===== config.mk =====
export PLATFORM = sky130hd
export DESIGN_NAME = wuf_pattern_filter
export DESIGN_NICKNAME = d
export VERILOG_FILES = /design/src/rtl/wuf_pkg.sv /design/src/rtl/wuf_cfg_regs.sv /design/src/rtl/wuf_crc_acc.sv /design/src/rtl/wuf_dest_class.sv /design/src/rtl/wuf_pattern_filter.sv
export SDC_FILE = /design/constraint.sdc
export NUM_CORES = 1
export LEC_CHECK = 0
export BUFFER_PORTS_ARGS = -buffer_cell sky130_fd_sc_hd__buf_2
export CORE_UTILIZATION = 50
export CTS_BUF_LIST = sky130_fd_sc_hd__clkbuf_8
export CTS_CLUSTER_SIZE = 28
export DETAILED_ROUTE_END_ITERATION = 10
export GPL_TIMING_DRIVEN = 0
export PLACE_DENSITY = 0.66
export SYNTH_ARGS = -nofsm -noshare
export SYNTH_HDL_FRONTEND = slang
export SYNTH_SLANG_ARGS = --single-unit

===== constraint.sdc =====
create_clock -name clk -period 5.63 [get_ports clk]
set_input_delay 0 -clock clk [delete_from_list [all_inputs] [get_ports clk]]
set_output_delay 0 -clock clk [all_outputs]
set_load 0.02 [all_outputs]

===== src/rtl/wuf_pkg.sv =====
package wuf_pkg;
  localparam int unsigned WORD_W = 16;
  localparam int unsigned EN_BIT = 15;
  localparam int unsigned BC_BIT = 8;
  localparam int unsigned MC_BIT = 9;
  localparam int unsigned DA_LEN = 6;
  localparam logic [15:0] CRC_SEED = 16'hFFFF;
  localparam logic [15:0] CRC_POLY_REFL = 16'hA001;

  // One byte of reflected CRC-16, LSB of the byte first.
  function automatic logic [15:0] crc_byte(input logic [15:0] c, input logic [7:0] d);
    logic [15:0] r;
    r = c ^ {8'h00, d};
    for (int k = 0; k < 8; k++) begin
      r = r[0] ? ((r >> 1) ^ CRC_POLY_REFL) : (r >> 1);
    end
    return r;
  endfunction

  function automatic logic [15:0] rev16(input logic [15:0] v);
    logic [15:0] r;
    for (int k = 0; k < 16; k++) r[k] = v[15-k];
    return r;
  endfunction
endpackage


===== src/rtl/wuf_cfg_regs.sv =====
module wuf_cfg_regs #(
  parameter int unsigned MASK_WORDS = 8,
  parameter int unsigned ADDR_W = 4,
  localparam int unsigned NB = MASK_WORDS * wuf_pkg::WORD_W,
  localparam int unsigned CNT_W = $clog2(NB + 2)
) (
  input  logic              clk,
  input  logic              rst_n,
  input  logic              wr_en,
  input  logic [ADDR_W-1:0] wr_addr,
  input  logic [15:0]       wr_data,
  output logic              filt_en,
  output logic              req_bc,
  output logic              req_mc,
  output logic [15:0]       crc_ref,
  output logic [NB-1:0]     mask_bits,
  output logic [CNT_W-1:0]  need_len
);
  import wuf_pkg::*;

  localparam logic [ADDR_W-1:0] CTRL_ADDR = '0;
  localparam logic [ADDR_W-1:0] REF_ADDR  = ADDR_W'(1);
  localparam int unsigned TOP_ADDR = (1 << ADDR_W) - 1;

  logic [2:0]  ctrl_q, ctrl_d;
  logic [15:0] ref_q, ref_d;

  always_comb begin
    ctrl_d = ctrl_q;
    ref_d  = ref_q;
    if (wr_en && wr_addr == CTRL_ADDR)
      ctrl_d = {wr_data[MC_BIT], wr_data[BC_BIT], wr_data[EN_BIT]};
    if (wr_en && wr_addr == REF_ADDR)
      ref_d = wr_data;
  end

  always_ff @(posedge clk or negedge rst_n) begin
    if (!rst_n) begin
      ctrl_q <= '0;
      ref_q  <= '0;
    end else begin
      ctrl_q <= ctrl_d;
      ref_q  <= ref_d;
    end
  end

  assign filt_en = ctrl_q[0];
  assign req_bc  = ctrl_q[1];
  assign req_mc  = ctrl_q[2];
  assign crc_ref = ref_q;

  // Mask word w (frame bytes 16w..16w+15) lives at descending addresses.
  for (genvar w = 0; w < int'(MASK_WORDS); w++) begin : g_mask
    localparam logic [ADDR_W-1:0] WA = ADDR_W'(TOP_ADDR - w);
    logic [WORD_W-1:0] word_q, word_d;
    always_comb word_d = (wr_en && wr_addr == WA) ? wr_data : word_q;
    always_ff @(posedge clk or negedge rst_n) begin
      if (!rst_n) word_q <= '0;
      else        word_q <= word_d;
    end
    assign mask_bits[w*WORD_W +: WORD_W] = word_q;
  end

  // Frame length needed to reach the highest enabled byte.
  always_comb begin
    need_len = '0;
    for (int b = 0; b < int'(NB); b++) begin
      if (mask_bits[b]) need_len = CNT_W'(b + 1);
    end
  end
endmodule


===== src/rtl/wuf_crc_acc.sv =====
module wuf_crc_acc #(
  parameter int unsigned NB = 128,
  parameter int unsigned CNT_W = 8
) (
  input  logic             clk,
  input  logic             rst_n,
  input  logic             byte_vld,
  input  logic             byte_sof,
  input  logic [7:0]       byte_data,
  input  logic [NB-1:0]    mask_bits,
  output logic [15:0]      crc_now,
  output logic [CNT_W-1:0] len_now,
  output logic [15:0]      crc_q,
  output logic [CNT_W-1:0] cnt_q
);
  import wuf_pkg::*;

  localparam int unsigned IDX_W = $clog2(NB);
  localparam logic [CNT_W-1:0] LAST = CNT_W'(NB);

  logic             start, in_win, take;
  logic [CNT_W-1:0] idx, cnt_d;
  logic [15:0]      base, crc_d;

  always_comb begin
    start   = byte_vld && byte_sof;
    idx     = start ? '0 : cnt_q;
    in_win  = idx < LAST;
    take    = byte_vld && in_win && mask_bits[idx[IDX_W-1:0]];
    base    = start ? CRC_SEED : crc_q;
    crc_now = take ? crc_byte(base, byte_data) : base;
    len_now = idx + CNT_W'(1);
    cnt_d   = byte_vld ? (in_win ? idx + CNT_W'(1) : LAST) : cnt_q;
    crc_d   = byte_vld ? crc_now : crc_q;
  end

  always_ff @(posedge clk or negedge rst_n) begin
    if (!rst_n) begin
      crc_q <= CRC_SEED;
      cnt_q <= '0;
    end else begin
      crc_q <= crc_d;
      cnt_q <= cnt_d;
    end
  end
endmodule


===== src/rtl/wuf_dest_class.sv =====
module wuf_dest_class #(
  parameter int unsigned CNT_W = 8
) (
  input  logic             clk,
  input  logic             rst_n,
  input  logic             byte_vld,
  input  logic             byte_sof,
  input  logic [7:0]       byte_data,
  input  logic [CNT_W-1:0] len_now,
  output logic             is_bcast,
  output logic             is_mcast
);
  import wuf_pkg::*;

  localparam logic [CNT_W-1:0] DA_L = CNT_W'(DA_LEN);

  logic start, bc_now, mc_now, bc_q, mc_q;

  always_comb begin
    start  = byte_vld && byte_sof;
    bc_now = bc_q;
    if (byte_vld && len_now <= DA_L)
      bc_now = (start ? 1'b1 : bc_q) && (byte_data == 8'hFF);
    mc_now   = start ? byte_data[0] : mc_q;
    is_bcast = bc_now && (len_now >= DA_L);
    is_mcast = mc_now;
  end

  always_ff @(posedge clk or negedge rst_n) begin
    if (!rst_n) begin
      bc_q <= 1'b0;
      mc_q <= 1'b0;
    end else begin
      bc_q <= bc_now;
      mc_q <= mc_now;
    end
  end
endmodule


===== src/rtl/wuf_pattern_filter.sv =====
module wuf_pattern_filter #(
  parameter int unsigned MASK_WORDS = 8,
  parameter int unsigned ADDR_W = 4
) (
  input  logic              clk,
  input  logic              rst_n,
  input  logic              cfg_we,
  input  logic [ADDR_W-1:0] cfg_addr,
  input  logic [15:0]       cfg_wdata,
  input  logic              rx_sof,
  input  logic              rx_valid,
  input  logic              rx_eof,
  input  logic [7:0]        rx_data,
  output logic              wake_match
);
  import wuf_pkg::*;

  localparam int unsigned NB = MASK_WORDS * WORD_W;
  localparam int unsigned CNT_W = $clog2(NB + 2);

  logic             filt_en, req_bc, req_mc, is_bcast, is_mcast;
  logic [15:0]      crc_ref, crc_now, crc_q;
  logic [NB-1:0]    mask_bits;
  logic [CNT_W-1:0] need_len, len_now, cnt_q;
  logic             match_d, match_q;

  wuf_cfg_regs #(.MASK_WORDS(MASK_WORDS), .ADDR_W(ADDR_W)) u_regs (
    .clk(clk), .rst_n(rst_n), .wr_en(cfg_we), .wr_addr(cfg_addr), .wr_data(cfg_wdata),
    .filt_en(filt_en), .req_bc(req_bc), .req_mc(req_mc), .crc_ref(crc_ref),
    .mask_bits(mask_bits), .need_len(need_len)
  );

  wuf_crc_acc #(.NB(NB), .CNT_W(CNT_W)) u_crc (
    .clk(clk), .rst_n(rst_n), .byte_vld(rx_valid), .byte_sof(rx_sof), .byte_data(rx_data),
    .mask_bits(mask_bits), .crc_now(crc_now), .len_now(len_now), .crc_q(crc_q), .cnt_q(cnt_q)
  );

  wuf_dest_class #(.CNT_W(CNT_W)) u_dest (
    .clk(clk), .rst_n(rst_n), .byte_vld(rx_valid), .byte_sof(rx_sof), .byte_data(rx_data),
    .len_now(len_now), .is_bcast(is_bcast), .is_mcast(is_mcast)
  );

  always_comb begin
    match_d = rx_valid && rx_eof && filt_en
           && (len_now >= need_len)
           && (rev16(crc_now) == crc_ref)
           && (!req_bc || is_bcast)
           && (!req_mc || is_mcast);
  end

  always_ff @(posedge clk or negedge rst_n) begin
    if (!rst_n) match_q <= 1'b0;
    else        match_q <= match_d;
  end

  assign wake_match = match_q;
endmodule


==> summary.md <==
| Metric | Value |
|---|---|
| Total CTS buffers | 17 |
| Net count reported at finish | 1201 |
| Top-area cell type share of the netlist area | 37.8% |
| Fmax | 211 MHz |
| Total Die Area | 21500 um^2 |
| Mapped Area | 10500 um^2 |
| Die Wd | 147 um |
| Data arrival, critical path | 5130 ps |
| Vias | 9165 |
| Worst hold slack | 28.0 ps |
| Clock-pin slew on the worst setup and hold paths | 90 ps |
| Yosys reg bits | 174 |
| Root Buffer | clkbuf_8 |
| Pwr/cell area | 410 nW/um^2 |
| Synthesized instance count | 1098 |
| Crit-path slowest cell | or4_1 |
| Antenna viol nets, final | 0 |
| Final instance area | 11500 um^2 |
| Slew at the pin closest to its max-slew limit | 1190 ps |
| Worst hold path class | in2reg |
| Crit path max fanout | 5 |
| Area Overhead vs Synth | 10.1% |
| Top post-synthesis cells by area | dfrtp_1 (38%), mux2_2 (14%), nor2_1 (4.1%) |
| Largest net degree at the start of global routing | 91 |
| Cell variety after synth | 70 |
| Post_cts resized | 0 |
| Peak VDD IR | 0.179 mV |
| Final wirelength | 33200 um |
| Slew HR | 20.5% |
| First-pass GRT wire length | 52300 um |
| Residual DRC | 0 |
| Antenna violations before repair | 0 |
| Hold Fails Final Rpt | 0 |
| Post-synthesis sequential area ratio | 41.8% |
| Post-Syn Area per Cell | 9.54 um^2 |
| Critical Path RT | 6020 ps |
| Num Clock Sinks | 174 |
| Clk_lat worst skew | 480 ps |
| Final GP Congestion | 1.00 |
| Vert. Die Dim | 147 um |
| CTS H-tree depth | 4 |
| Placed Cells | 1396 |
| Final min period | 4740 ps |
| RSZ-0062 raised after global routing | false |
| Final cell count without fillers | 1440 |
| Leak | 4.75 nW |
| Status | finished clean |
| CP most frequent cell | a21o_1 |
| Vias/cell | 6.36 |
| WL/cell | 23.1 um |
| Maximum Capacitance Violations | 0 |
| CP peak stage delay | 560 ps |
| Ys Warns | 0 |
| Async S/R FF share, synth | 100% |
| Layout cell share with drive strength beyond 1 | 21.0% |
| Syn nets | 1143 |
| CTS tree | done |
| Ys flop type | dfrtp_1 |
| Vias in the first global route | 8697 |
| Port bufs | 27 |
| Drt first-iter violations | 907 |
| Num ports | 35 |
| Post-synth EDFFs | 0 |
| Row Count | 52 |
| Crit share post-route | 84.2% |
| CP endpoint kind | flop |
| Sum of negative setup slack | 0 ps |
| Grt total ovfl | 0 |
| Crit-path cells | nor4_1 > a21bo_2 > a21bo_2 > a21bo_2 > a21oi_1 > o21ai_0 > nand3_1 > a311oi_1 > nor4_1 > or4_1 > a31o_2 > ha_1 > a21o_1 > a21o_1 > a21o_1 > a21o_1 > a21oi_1 > nor2b_1 > o22ai_1 > or3_1 > nor4_2 |
| Clock Skews | 12.5 ps |
| Most common cell after layout, fill and taps aside | dfrtp_1 |
| Commonest non-fill, non-tap cells in the layout | dfrtp_1 (158), mux2_2 (127), nor2_1 (114) |
| Total power | 4.72 mW |
| Cell taking the most area after synthesis | dfrtp_1 |
| Setup Buffers After CTS | 0 |
| Setup-failing EPs final | 0 |
| Max Slew Vio Count | 0 |
| Area of the core | 20400 um^2 |
| Detailed Routing Iterations Pass 1 | 6 |
| Final HPWL DP | 23400 um |
| Crit Path Class | reg2reg |
| Total GRT Usage | 32.1% |
| CTS Buffer Depth | 2 |
| Starting Density | 51.4% |
| Area after DPL | 11000 um^2 |
| Startpoint types | flop |
-- state kept, by name, indices dropped and copies added (netlist names) --
name,flops
u_dest.bc_q,1
u_regs.crc_ref,16
u_dest.mc_q,1
u_regs.ctrl_q,3
wake_match,1
u_crc.crc_q,16
u_crc.cnt_q,8
u_regs.g_mask.word_q,128
-- logic make-up after synthesis --
logic type,synth area share (%)
AO/OA/AOI/OAI,15.3
XOR/XNOR,3.68
adder cells (fa/ha/maj),1.31
buffers and inverters,3.98
flip-flops,41.8
multiplexers,17.7
AND/OR/NAND/NOR,16.3
-- synth_stat cells (all sizes together), types with 6 or more instances --
library cell / count
o21ai: 67
a21oi: 71
nor3: 23
nor4: 36
nand2: 85
buf: 26
or4: 8
mux2: 127
nand4: 11
mux2i: 28
and2: 6
a211oi: 9
mux4: 6
o221ai: 7
dfrtp: 158
o31ai: 8
nand2b: 13
ha: 11
nor2: 115
o22ai: 21
nand3: 34
xor2: 6
o211ai: 7
and3: 7
a21o: 8
xnor2: 38
dfstp: 16
inv: 49
clkbuf: 27
-- critical path: cells and delay by family, from the launching register on --
| family | cells | cell delay, ps |
|---|---|---|
| adders and majority gates | 1 | 270 |
| DFF | 1 | 440 |
| and+or+nand+nor | 7 | 2010 |
| AOI/OAI and AO/OA | 13 | 1910 |
-- layout make-up --
class	instances	area (um^2)
Multi-Input combinational cell	822	5680
Clock buffer	17	234
Clock inverter	15	195
Fill cell	1835	8840
Buffer	53	230
Inverter	49	186
Antenna cell	1	2.50
Tap cell	270	338
Sequential cell	174	4370
Timing Repair Buffer	39	283
-- layer usage --
metal / part of all wire (%) / vias up / global-route usage [%]
met3: 8.0 / 69 / 5.37
met4: 2.7 / 0 / 10.6
met2: 45 / 446 / 49.3
met1: 44 / 4516 / 46.1
li1: - / 4134 / -
met5: 0 / - / 0
-- stage by stage --
stage	worst slack, ps	utilization [%]
CTS	911	56.6
finish	891	56.6
detailed placement	949	53.9
global placement	961	53.7
global route	702	56.6
floorplan	1690	-
-- where the power goes --
part / switching, mW / internal, mW / total, mW
registers: 0.391 / 1.59 / 1.98
logic: 0.969 / 0.791 / 1.76
clock network: 0.503 / 0.482 / 0.985
total: 1.86 / 2.86 / 4.72
-- what timing repair did --
action                                  CTS  global route
endpoints found under the setup margin    0             0
hold buffers                             11             0
hold endpoints to repair                 95             0
-- path summary, 6_finish.rpt --
kind	start	slack, ps	cells past startpoint	to
max in group asynchronous	rst_n	4670	3	u_crc.crc_q[11]
min	rx_data[6]	30	4	u_crc.crc_q[14]
min in group asynchronous	rst_n	90	2	u_regs.g_mask[6].word_q[14]
min reg2reg	u_dest.mc_q	480	2	u_dest.mc_q
max reg2reg	u_regs.g_mask[0].word_q[8]	890	21	wake_match
max	u_regs.g_mask[0].word_q[8]	890	21	wake_match
No activity file was read; power rests on OpenSTA's default activity.
